===== config.mk =====
export PLATFORM = sky130hd
export DESIGN_NAME = nand_bus_timer
export DESIGN_NICKNAME = d
export VERILOG_FILES = /design/src/rtl/nbt_pkg.sv /design/src/rtl/nbt_phase_cnt.sv /design/src/rtl/nbt_cfg_regs.sv /design/src/rtl/nbt_seq.sv /design/src/rtl/nand_bus_timer.sv
export SDC_FILE = /design/constraint.sdc
export NUM_CORES = 1
export LEC_CHECK = 0
export ABC_CLOCK_PERIOD_IN_PS = 3100
export BUFFER_PORTS_ARGS = -buffer_cell sky130_fd_sc_hd__clkbuf_2
export CAP_MARGIN = 25
export CORE_UTILIZATION = 36
export DETAILED_ROUTE_END_ITERATION = 8
export PLACE_DENSITY = 0.7
export SKIP_CTS_REPAIR_TIMING = 1
export SLEW_MARGIN = 0
export SYNTH_ARGS = -nofsm -noshare
export SYNTH_HDL_FRONTEND = slang
export SYNTH_SLANG_ARGS = --single-unit

===== constraint.sdc =====
create_clock -name clk -period 3.1 [get_ports clk]
set_clock_uncertainty 0.1 [all_clocks]
set_input_delay 0.31 -clock clk [delete_from_list [all_inputs] [get_ports clk]]
set_output_delay 0.31 -clock clk [all_outputs]
set_load 0.1 [all_outputs]

===== src/rtl/nbt_pkg.sv =====
package nbt_pkg;

    localparam int TIM_FIELD_W = 8;
    localparam int TIM_WORD_W  = 4 * TIM_FIELD_W;
    localparam logic [TIM_WORD_W-1:0] TIM_RESET = 32'h0A0A_0A0A;

    typedef enum logic [1:0] {
        K_CMD  = 2'd0,
        K_ADDR = 2'd1,
        K_RD   = 2'd2,
        K_WR   = 2'd3
    } acc_kind_t;

    typedef enum logic [2:0] {
        ST_IDLE,
        ST_TURN,
        ST_SETUP,
        ST_WAIT,
        ST_HOLD
    } phase_t;

    typedef struct packed {
        logic [TIM_FIELD_W-1:0] hiz;
        logic [TIM_FIELD_W-1:0] hold;
        logic [TIM_FIELD_W-1:0] wt;
        logic [TIM_FIELD_W-1:0] setup;
    } tim_set_t;

    function automatic logic [TIM_FIELD_W-1:0] len_m1(input logic [TIM_FIELD_W-1:0] f);
        return (f == '0) ? '0 : f - 1'b1;
    endfunction

    function automatic logic is_latch_kind(input acc_kind_t k);
        return (k == K_CMD) || (k == K_ADDR);
    endfunction

endpackage


===== src/rtl/nbt_phase_cnt.sv =====
module nbt_phase_cnt #(
    parameter int W = 8
) (
    input  logic         clk,
    input  logic         rst_n,
    input  logic         load,
    input  logic [W-1:0] load_val,
    input  logic         dec,
    output logic [W-1:0] cnt,
    output logic         zero
);

    always_ff @(posedge clk or negedge rst_n) begin
        if (!rst_n) begin
            cnt <= '0;
        end else if (load) begin
            cnt <= load_val;
        end else if (dec) begin
            cnt <= cnt - 1'b1;
        end
    end

    assign zero = (cnt == '0);

    // phase lengths never wrap below zero
    assert_no_underflow_R4: assert property (@(posedge clk) disable iff (!rst_n)
        (dec && !load) |-> (cnt != '0));

endmodule


===== src/rtl/nbt_cfg_regs.sv =====
module nbt_cfg_regs
    import nbt_pkg::*;
#(
    parameter int DLY_W = 4
) (
    input  logic                  clk,
    input  logic                  rst_n,
    input  logic                  cfg_load,
    input  logic [TIM_WORD_W-1:0] common_in,
    input  logic [TIM_WORD_W-1:0] attr_in,
    input  logic [DLY_W-1:0]      cle_in,
    input  logic [DLY_W-1:0]      ale_in,
    input  logic                  sel_attr,
    output tim_set_t              tim_sel,
    output logic [DLY_W-1:0]      cle_dly,
    output logic [DLY_W-1:0]      ale_dly
);

    localparam int NSETS = 2;   // index 0: common space, index 1: attribute space

    logic [TIM_WORD_W-1:0] set_d [NSETS];
    logic [TIM_WORD_W-1:0] set_q [NSETS];

    assign set_d[0] = common_in;
    assign set_d[1] = attr_in;

    for (genvar g = 0; g < NSETS; g++) begin : g_set
        always_ff @(posedge clk or negedge rst_n) begin
            if (!rst_n) begin
                set_q[g] <= TIM_RESET;
            end else if (cfg_load) begin
                set_q[g] <= set_d[g];
            end
        end
    end

    always_ff @(posedge clk or negedge rst_n) begin
        if (!rst_n) begin
            cle_dly <= '1;
            ale_dly <= '1;
        end else if (cfg_load) begin
            cle_dly <= cle_in;
            ale_dly <= ale_in;
        end
    end

    assign tim_sel = tim_set_t'(sel_attr ? set_q[1] : set_q[0]);

endmodule


===== src/rtl/nbt_seq.sv =====
module nbt_seq
    import nbt_pkg::*;
#(
    parameter int BUS_W = 16,
    parameter int DLY_W = 4
) (
    input  logic             clk,
    input  logic             rst_n,
    input  logic             enable,
    input  logic             wait_en,
    input  logic             wide,
    input  logic             req_valid,
    output logic             req_ready,
    input  acc_kind_t        req_kind,
    input  logic [BUS_W-1:0] req_wdata,
    input  tim_set_t         tim,
    output logic             sel_attr,
    input  logic [DLY_W-1:0] cle_dly,
    input  logic [DLY_W-1:0] ale_dly,
    input  logic             nand_wait_n,
    input  logic [BUS_W-1:0] nand_dq_in,
    output logic             nand_ce_n,
    output logic             nand_cle,
    output logic             nand_ale,
    output logic             nand_we_n,
    output logic             nand_re_n,
    output logic [BUS_W-1:0] nand_dq_out,
    output logic             nand_dq_oe,
    output logic             rsp_valid,
    output logic [BUS_W-1:0] rsp_rdata
);

    localparam int LANE_W = BUS_W / 2;
    localparam int CNT_W  = TIM_FIELD_W;
    localparam int HIZ_W  = TIM_FIELD_W + 1;

    phase_t          state_q, state_d;
    acc_kind_t       kind_q, last_q;
    logic            wide_q;
    logic [BUS_W-1:0] wdata_q;

    logic             accept;
    logic             stall;
    logic             turn_needed;
    logic [CNT_W-1:0] turn_len;

    logic             ph_load, ph_dec, ph_zero;
    logic [CNT_W-1:0] ph_val, ph_cnt;
    logic             hz_load, hz_dec, hz_zero;
    logic [HIZ_W-1:0] hz_val, hz_cnt;

    assign stall       = wait_en && !nand_wait_n;
    assign turn_needed = (req_kind == K_RD) && is_latch_kind(last_q);
    assign turn_len    = (last_q == K_CMD) ? CNT_W'(cle_dly) : CNT_W'(ale_dly);
    assign sel_attr    = (state_q == ST_IDLE) ? is_latch_kind(req_kind) : is_latch_kind(kind_q);
    assign req_ready   = enable && (state_q == ST_IDLE);

    // next-state and counter control
    always_comb begin
        state_d = state_q;
        accept  = 1'b0;
        ph_load = 1'b0;
        ph_dec  = 1'b0;
        ph_val  = '0;
        unique case (state_q)
            ST_IDLE: begin
                if (req_valid && enable) begin
                    accept  = 1'b1;
                    ph_load = 1'b1;
                    if (turn_needed) begin
                        state_d = ST_TURN;
                        ph_val  = turn_len;
                    end else begin
                        state_d = ST_SETUP;
                        ph_val  = len_m1(tim.setup);
                    end
                end
            end
            ST_TURN: begin
                if (ph_zero) begin
                    state_d = ST_SETUP;
                    ph_load = 1'b1;
                    ph_val  = len_m1(tim.setup);
                end else begin
                    ph_dec = 1'b1;
                end
            end
            ST_SETUP: begin
                if (ph_zero) begin
                    state_d = ST_WAIT;
                    ph_load = 1'b1;
                    ph_val  = len_m1(tim.wt);
                end else begin
                    ph_dec = 1'b1;
                end
            end
            ST_WAIT: begin
                if (!stall) begin
                    if (ph_zero) begin
                        state_d = ST_HOLD;
                        ph_load = 1'b1;
                        ph_val  = len_m1(tim.hold);
                    end else begin
                        ph_dec = 1'b1;
                    end
                end
            end
            ST_HOLD: begin
                if (ph_zero) begin
                    state_d = ST_IDLE;
                end else begin
                    ph_dec = 1'b1;
                end
            end
            default: state_d = ST_IDLE;
        endcase
    end

    assign hz_load = accept;
    assign hz_val  = HIZ_W'(tim.hiz) + 1'b1;
    assign hz_dec  = (state_q != ST_IDLE) && !hz_zero;

    nbt_phase_cnt #(.W(CNT_W)) u_phase_cnt (
        .clk      (clk),
        .rst_n    (rst_n),
        .load     (ph_load),
        .load_val (ph_val),
        .dec      (ph_dec),
        .cnt      (ph_cnt),
        .zero     (ph_zero)
    );

    nbt_phase_cnt #(.W(HIZ_W)) u_hiz_cnt (
        .clk      (clk),
        .rst_n    (rst_n),
        .load     (hz_load),
        .load_val (hz_val),
        .dec      (hz_dec),
        .cnt      (hz_cnt),
        .zero     (hz_zero)
    );

    // state register
    always_ff @(posedge clk or negedge rst_n) begin
        if (!rst_n) begin
            state_q <= ST_IDLE;
        end else begin
            state_q <= state_d;
        end
    end

    // request capture and read return
    always_ff @(posedge clk or negedge rst_n) begin
        if (!rst_n) begin
            kind_q    <= K_RD;
            last_q    <= K_RD;
            wide_q    <= 1'b0;
            wdata_q   <= '0;
            rsp_valid <= 1'b0;
            rsp_rdata <= '0;
        end else begin
            if (accept) begin
                kind_q  <= req_kind;
                last_q  <= req_kind;
                wide_q  <= wide;
                wdata_q <= req_wdata;
            end
            rsp_valid <= 1'b0;
            if ((state_q == ST_WAIT) && ph_zero && !stall && (kind_q == K_RD)) begin
                rsp_valid <= 1'b1;
                rsp_rdata <= wide_q ? nand_dq_in : {{(BUS_W-LANE_W){1'b0}}, nand_dq_in[LANE_W-1:0]};
            end
        end
    end

    // pin outputs
    always_comb begin
        logic active;
        logic latch_ph;
        active      = (state_q != ST_IDLE);
        latch_ph    = (state_q == ST_SETUP) || (state_q == ST_WAIT) || (state_q == ST_HOLD);
        nand_ce_n   = !active;
        nand_cle    = latch_ph && (kind_q == K_CMD);
        nand_ale    = latch_ph && (kind_q == K_ADDR);
        nand_we_n   = !((state_q == ST_WAIT) && (kind_q != K_RD));
        nand_re_n   = !((state_q == ST_WAIT) && (kind_q == K_RD));
        nand_dq_oe  = active && (kind_q != K_RD) && hz_zero;
        if ((kind_q == K_WR) && wide_q) begin
            nand_dq_out = wdata_q;
        end else begin
            nand_dq_out = {{(BUS_W-LANE_W){1'b0}}, wdata_q[LANE_W-1:0]};
        end
    end

    // strobes exclusive, only inside chip-enable
    assert_strobe_excl_R5: assert property (@(posedge clk) disable iff (!rst_n)
        !(!nand_we_n && !nand_re_n));
    assert_strobe_in_ce_R5: assert property (@(posedge clk) disable iff (!rst_n)
        (!nand_we_n || !nand_re_n) |-> !nand_ce_n);
    assert_latch_excl_R5: assert property (@(posedge clk) disable iff (!rst_n)
        !(nand_cle && nand_ale));
    // a read never drives the bus
    assert_read_no_drive_R6: assert property (@(posedge clk) disable iff (!rst_n)
        !nand_re_n |-> !nand_dq_oe);
    // upper lane quiet unless a wide data write
    assert_upper_quiet_R8: assert property (@(posedge clk) disable iff (!rst_n)
        (nand_cle || nand_ale) |-> (nand_dq_out[BUS_W-1:LANE_W] == '0));
    // busy keeps the wait phase
    assert_stall_hold_R10: assert property (@(posedge clk) disable iff (!rst_n)
        ((state_q == ST_WAIT) && stall) |=> (state_q == ST_WAIT));

endmodule


===== src/rtl/nand_bus_timer.sv =====
module nand_bus_timer
    import nbt_pkg::*;
#(
    parameter int BUS_W = 16,
    parameter int DLY_W = 4
) (
    input  logic             clk,
    input  logic             rst_n,
    input  logic             cfg_global_en,
    input  logic             cfg_bank_en,
    input  logic             cfg_wait_en,
    input  logic             cfg_wide,
    input  logic             cfg_load,
    input  logic [31:0]      cfg_common_tim,
    input  logic [31:0]      cfg_attr_tim,
    input  logic [DLY_W-1:0] cfg_cle_re,
    input  logic [DLY_W-1:0] cfg_ale_re,
    input  logic             req_valid,
    output logic             req_ready,
    input  logic [1:0]       req_kind,
    input  logic [BUS_W-1:0] req_wdata,
    output logic             rsp_valid,
    output logic [BUS_W-1:0] rsp_rdata,
    output logic             nand_ce_n,
    output logic             nand_cle,
    output logic             nand_ale,
    output logic             nand_we_n,
    output logic             nand_re_n,
    output logic [BUS_W-1:0] nand_dq_out,
    output logic             nand_dq_oe,
    input  logic [BUS_W-1:0] nand_dq_in,
    input  logic             nand_wait_n
);

    tim_set_t         tim_sel;
    logic             sel_attr;
    logic [DLY_W-1:0] cle_dly, ale_dly;
    logic             enable;

    assign enable = cfg_global_en && cfg_bank_en;

    nbt_cfg_regs #(.DLY_W(DLY_W)) u_cfg (
        .clk       (clk),
        .rst_n     (rst_n),
        .cfg_load  (cfg_load),
        .common_in (cfg_common_tim),
        .attr_in   (cfg_attr_tim),
        .cle_in    (cfg_cle_re),
        .ale_in    (cfg_ale_re),
        .sel_attr  (sel_attr),
        .tim_sel   (tim_sel),
        .cle_dly   (cle_dly),
        .ale_dly   (ale_dly)
    );

    nbt_seq #(.BUS_W(BUS_W), .DLY_W(DLY_W)) u_seq (
        .clk         (clk),
        .rst_n       (rst_n),
        .enable      (enable),
        .wait_en     (cfg_wait_en),
        .wide        (cfg_wide),
        .req_valid   (req_valid),
        .req_ready   (req_ready),
        .req_kind    (acc_kind_t'(req_kind)),
        .req_wdata   (req_wdata),
        .tim         (tim_sel),
        .sel_attr    (sel_attr),
        .cle_dly     (cle_dly),
        .ale_dly     (ale_dly),
        .nand_wait_n (nand_wait_n),
        .nand_dq_in  (nand_dq_in),
        .nand_ce_n   (nand_ce_n),
        .nand_cle    (nand_cle),
        .nand_ale    (nand_ale),
        .nand_we_n   (nand_we_n),
        .nand_re_n   (nand_re_n),
        .nand_dq_out (nand_dq_out),
        .nand_dq_oe  (nand_dq_oe),
        .rsp_valid   (rsp_valid),
        .rsp_rdata   (rsp_rdata)
    );

    // no acceptance while disabled
    assert_disabled_idle_R9: assert property (@(posedge clk) disable iff (!rst_n)
        !(cfg_global_en && cfg_bank_en) |-> !req_ready);
    // ready only while the bus is idle
    assert_ready_idle_R11: assert property (@(posedge clk) disable iff (!rst_n)
        req_ready |-> nand_ce_n);
    // response lasts a single cycle
    assert_rsp_pulse_R12: assert property (@(posedge clk) disable iff (!rst_n)
        rsp_valid |=> !rsp_valid);

endmodule


==> impl_metrics.ini <==
[run_status]
status = complete, but fails checks
violations = negative hold slack

[floorplanning]
core_um2 = 18800
io_pins = 155
dieWidth_um = 141
die-area_um2 = 20000
start_util = 0.371
die_y_um = 141
rows = 50

[grt]
grt_first_pass_wirelength_mm = 27.8
grt-ovfl-total = 0
antenna_found_initial = 0
grt_pass1_vias = 5439
grt_max_degree = 58
track_usage = 0.181

[setup_path]
ff2ff_path_depth = 9
cp_data_arrival_time_ns = 3.16
crit_slowest_cell = or4b_1
worstPathMaxFanout = 7
start_kind = register
required_ns = 3.25
r2r-start = u_seq.state_q[2]$_DFFE_PN0P_
crit_family = simple AND/OR/NAND/NOR gates
cp_cell_sequence = or4b_1, nand2_2, mux2i_1, ha_1, nor2b_1, nor2b_2, a311oi_4, a221oi_1, a22oi_1
path_class = reg2reg
r2r_end = u_seq.u_phase_cnt.cnt[0]$_DFFE_PN0P_
path_buf_inv = 0
cpPeakStageDelay_ns = 0.59
reg2reg_slack_ns = 0.09
worstSetupEndpointType = register

[worst_hold_path]
worstHoldEndpoint = u_seq.wdata_q[7]$_DFFE_PN0P_
hp-class = in2reg
min_path_cells = 3
min_from = req_wdata[7]

[timing]
fmax_mhz = 333
holdWs_ns = -0.0162
final.min_clock_period_ns = 3.01
worst_slack_ns = 0.0943
slew_viol_final = 0
fin_crit_sh = 0.970
finalSetupViolCount = 0
slew_headroom = 0.444
hold_violations = 11
worst_pin_slew_ns = 0.830

[yosys]
synthFlopType = dfrtp_1
synthCells = 691
ys_seq_elements = 128
yosys_warnings = 0
async_flop_share = 1.00
yosysSeqAreaShare = 0.463
synth_fp_nets = 816
synth.avg_cell_area_um2 = 10.1
synth_edf_count = 0
netlist_area_um2 = 6980
synth.distinct_cells = 66

[clock_network]
cts_made_buffers = 17
clkSinkCount = 128
clk_path_buf_depth = 2
clkTransAtPathRegs_ns = 0.05
root_buffer = clkbuf_16
clk_latency_ns = 0.42
cts_htree_levels = 4
cts_tree = done

[routing]
first_pass_iters = 5
viasPerCell = 4.94
drc = 0
totalWireLength_mm = 17.4
drtAntennaViolNets = 0
via_count = 5582
routedWlPerCell_um = 15.4
drt_first_iter_violations = 254

[cells_and_area]
diodes = 0
seqCellArea_um2 = 3230
nets = 981
area_delta_synth_final_pct = 26.2
n_fill_cell = 1792
multi_input_area_um2 = 3510
drive_gt1_frac = 0.373
fin_util = 0.468

[placement]
portBuffers = 154
preCtsSetupSlack_ns = 0.0587
place_congestion = 0.922
dp_hpwl_mm = 13.0

[power_and_ir_drop]
power.leakage_uw = 0.00405
p_total_uw = 6890
vdd_ir_drop_max_uv = 416
p_per_area_nw_per_um2 = 782

[flow_run]
max_cap_viol_count = 0
[routing by layer]
metal	routed length [um]	global-route usage	vias to the layer above
met5	0	0	-
met4	283	0.0584	0
met3	952	0.0439	30
met2	8140	0.286	174
met1	8000	0.243	2639
li1	-	-	2739
[stage by stage]
stage	cells	hold slack [ns]	TNS, ns	cell area, um2
3_3_place_gp	1085	0.276	0	8050
5_1_grt	1129	0.00125	-0.0102	8810
3_5_place_dp	1085	0.283	0	8050
4_1_cts	1117	-0.167	0	8680
2_1_floorplan	691	-0.0856	0	7000
6_report	1129	-0.0162	0	8810
[layout make-up]
cell class | count | share of cell area
multi-input combinational | 512 | 0.398
tap | 260 | 0.0369
sequential | 128 | 0.367
clock inverter | 10 | 0.0179
timing repair buffer | 186 | 0.121
inverter | 11 | 0.00525
clock buffer | 22 | 0.0538
[power by group]
group	total (uW)	internal [uW]	switching, uW
Combinational	2440	849	1590
Clock	2120	1400	717
Sequential	2330	2020	311
Total	6890	4270	2620
[placed cells by master (no fill, tap or decap), types with 8 or more instances in the layout]
master	netlist	routed
dfrtp_1	103	103
and3_1	8	8
nand2_1	153	152
inv_1	9	9
nor3_1	16	14
and2_1	8	8
nand3_1	23	23
dlygate4sd3_1	0	12
nor2_1	30	29
o21ai_0	11	11
mux2_2	73	73
clkbuf_2	0	152
ha_1	10	10
clkbuf_16	0	17
nor4_1	11	11
dfstp_2	25	25
buf_4	10	19
mux2i_1	19	17
o211ai_1	10	10
xor2_1	22	22
xnor2_1	24	24
[worst reg2reg max path: stages (launching register included)]
cell	delay (ns)
dfrtp_1	0.38
or4b_1	0.60
nand2_2	0.18
mux2i_1	0.33
ha_1	0.24
nor2b_1	0.18
nor2b_2	0.20
a311oi_4	0.15
a221oi_1	0.35
a22oi_1	0.14
[worst max path at each step]
stage	startpoint	endpoint	slack (ns)	cells after the start
2_1_floorplan	u_seq.state_q[1]$_DFFE_PN0P_	u_seq.u_phase_cnt.cnt[0]$_DFFE_PN0P_	0.02	12
3_3_place_gp	u_seq.state_q[2]$_DFFE_PN0P_	u_seq.u_phase_cnt.cnt[4]$_DFFE_PN0P_	0.15	10
3_5_place_dp	u_seq.state_q[2]$_DFFE_PN0P_	u_seq.u_phase_cnt.cnt[4]$_DFFE_PN0P_	0.06	10
4_1_cts	u_seq.state_q[2]$_DFFE_PN0P_	u_seq.u_phase_cnt.cnt[4]$_DFFE_PN0P_	0.04	10
5_1_grt	u_seq.state_q[2]$_DFFE_PN0P_	u_seq.u_phase_cnt.cnt[4]$_DFFE_PN0P_	-0.01	10
6_report	u_seq.state_q[2]$_DFFE_PN0P_	u_seq.u_phase_cnt.cnt[0]$_DFFE_PN0P_	0.09	9
[synth_stat cells, types with 3 or more instances]
cell | instances | share of area
nand2_1 | 153 | 0.082
nor4_1 | 11 | 0.0099
buf_2 | 6 | 0.0043
o211ai_1 | 10 | 0.011
mux2i_1 | 19 | 0.027
and3_1 | 8 | 0.0072
a32oi_1 | 4 | 0.0050
clkbuf_1 | 17 | 0.0091
and2_1 | 8 | 0.0072
o21ai_0 | 11 | 0.0079
a31oi_1 | 5 | 0.0045
buf_1 | 3 | 0.0016
or4_1 | 3 | 0.0032
o21ai_1 | 7 | 0.0050
xnor2_1 | 24 | 0.030
inv_1 | 9 | 0.0048
nor3_1 | 16 | 0.011
o22ai_1 | 4 | 0.0036
nand2b_1 | 7 | 0.0063
or3_1 | 6 | 0.0054
nand4_1 | 3 | 0.0027
a22oi_1 | 3 | 0.0032
xor2_1 | 22 | 0.028
dfrtp_1 | 103 | 0.37
o31ai_1 | 3 | 0.0032
mux2_2 | 73 | 0.12
dfstp_2 | 25 | 0.094
a21oi_1 | 6 | 0.0043
buf_6 | 3 | 0.0048
nor2b_1 | 5 | 0.0045
ha_1 | 10 | 0.018
nand3_1 | 23 | 0.016
buf_4 | 10 | 0.011
nor2_1 | 30 | 0.016
[flip-flops by register name (all words and copies together), names as in the netlist]
signal,flops
u_cfg.set_q,64
u_seq.rsp_rdata,16
u_seq.wdata_q,16
u_seq.u_hiz_cnt.cnt,9
u_seq.u_phase_cnt.cnt,8
u_cfg.ale_dly,4
u_cfg.cle_dly,4
u_seq.state_q,3
u_seq.last_q,2
u_seq.rsp_valid,1
u_seq.wide_q,1
[kinds of logic after synthesis]
| logic type | after synthesis | share of synthesized area |
|---|---|---|
| compound gates | 74 | 0.0801 |
| xor+xnor | 46 | 0.0577 |
| fa+ha+maj | 10 | 0.0179 |
| buf+inv | 51 | 0.0394 |
| flops | 128 | 0.463 |
| mux | 93 | 0.147 |
| simple gates | 289 | 0.195 |
Power figures use the tool's default switching activity.
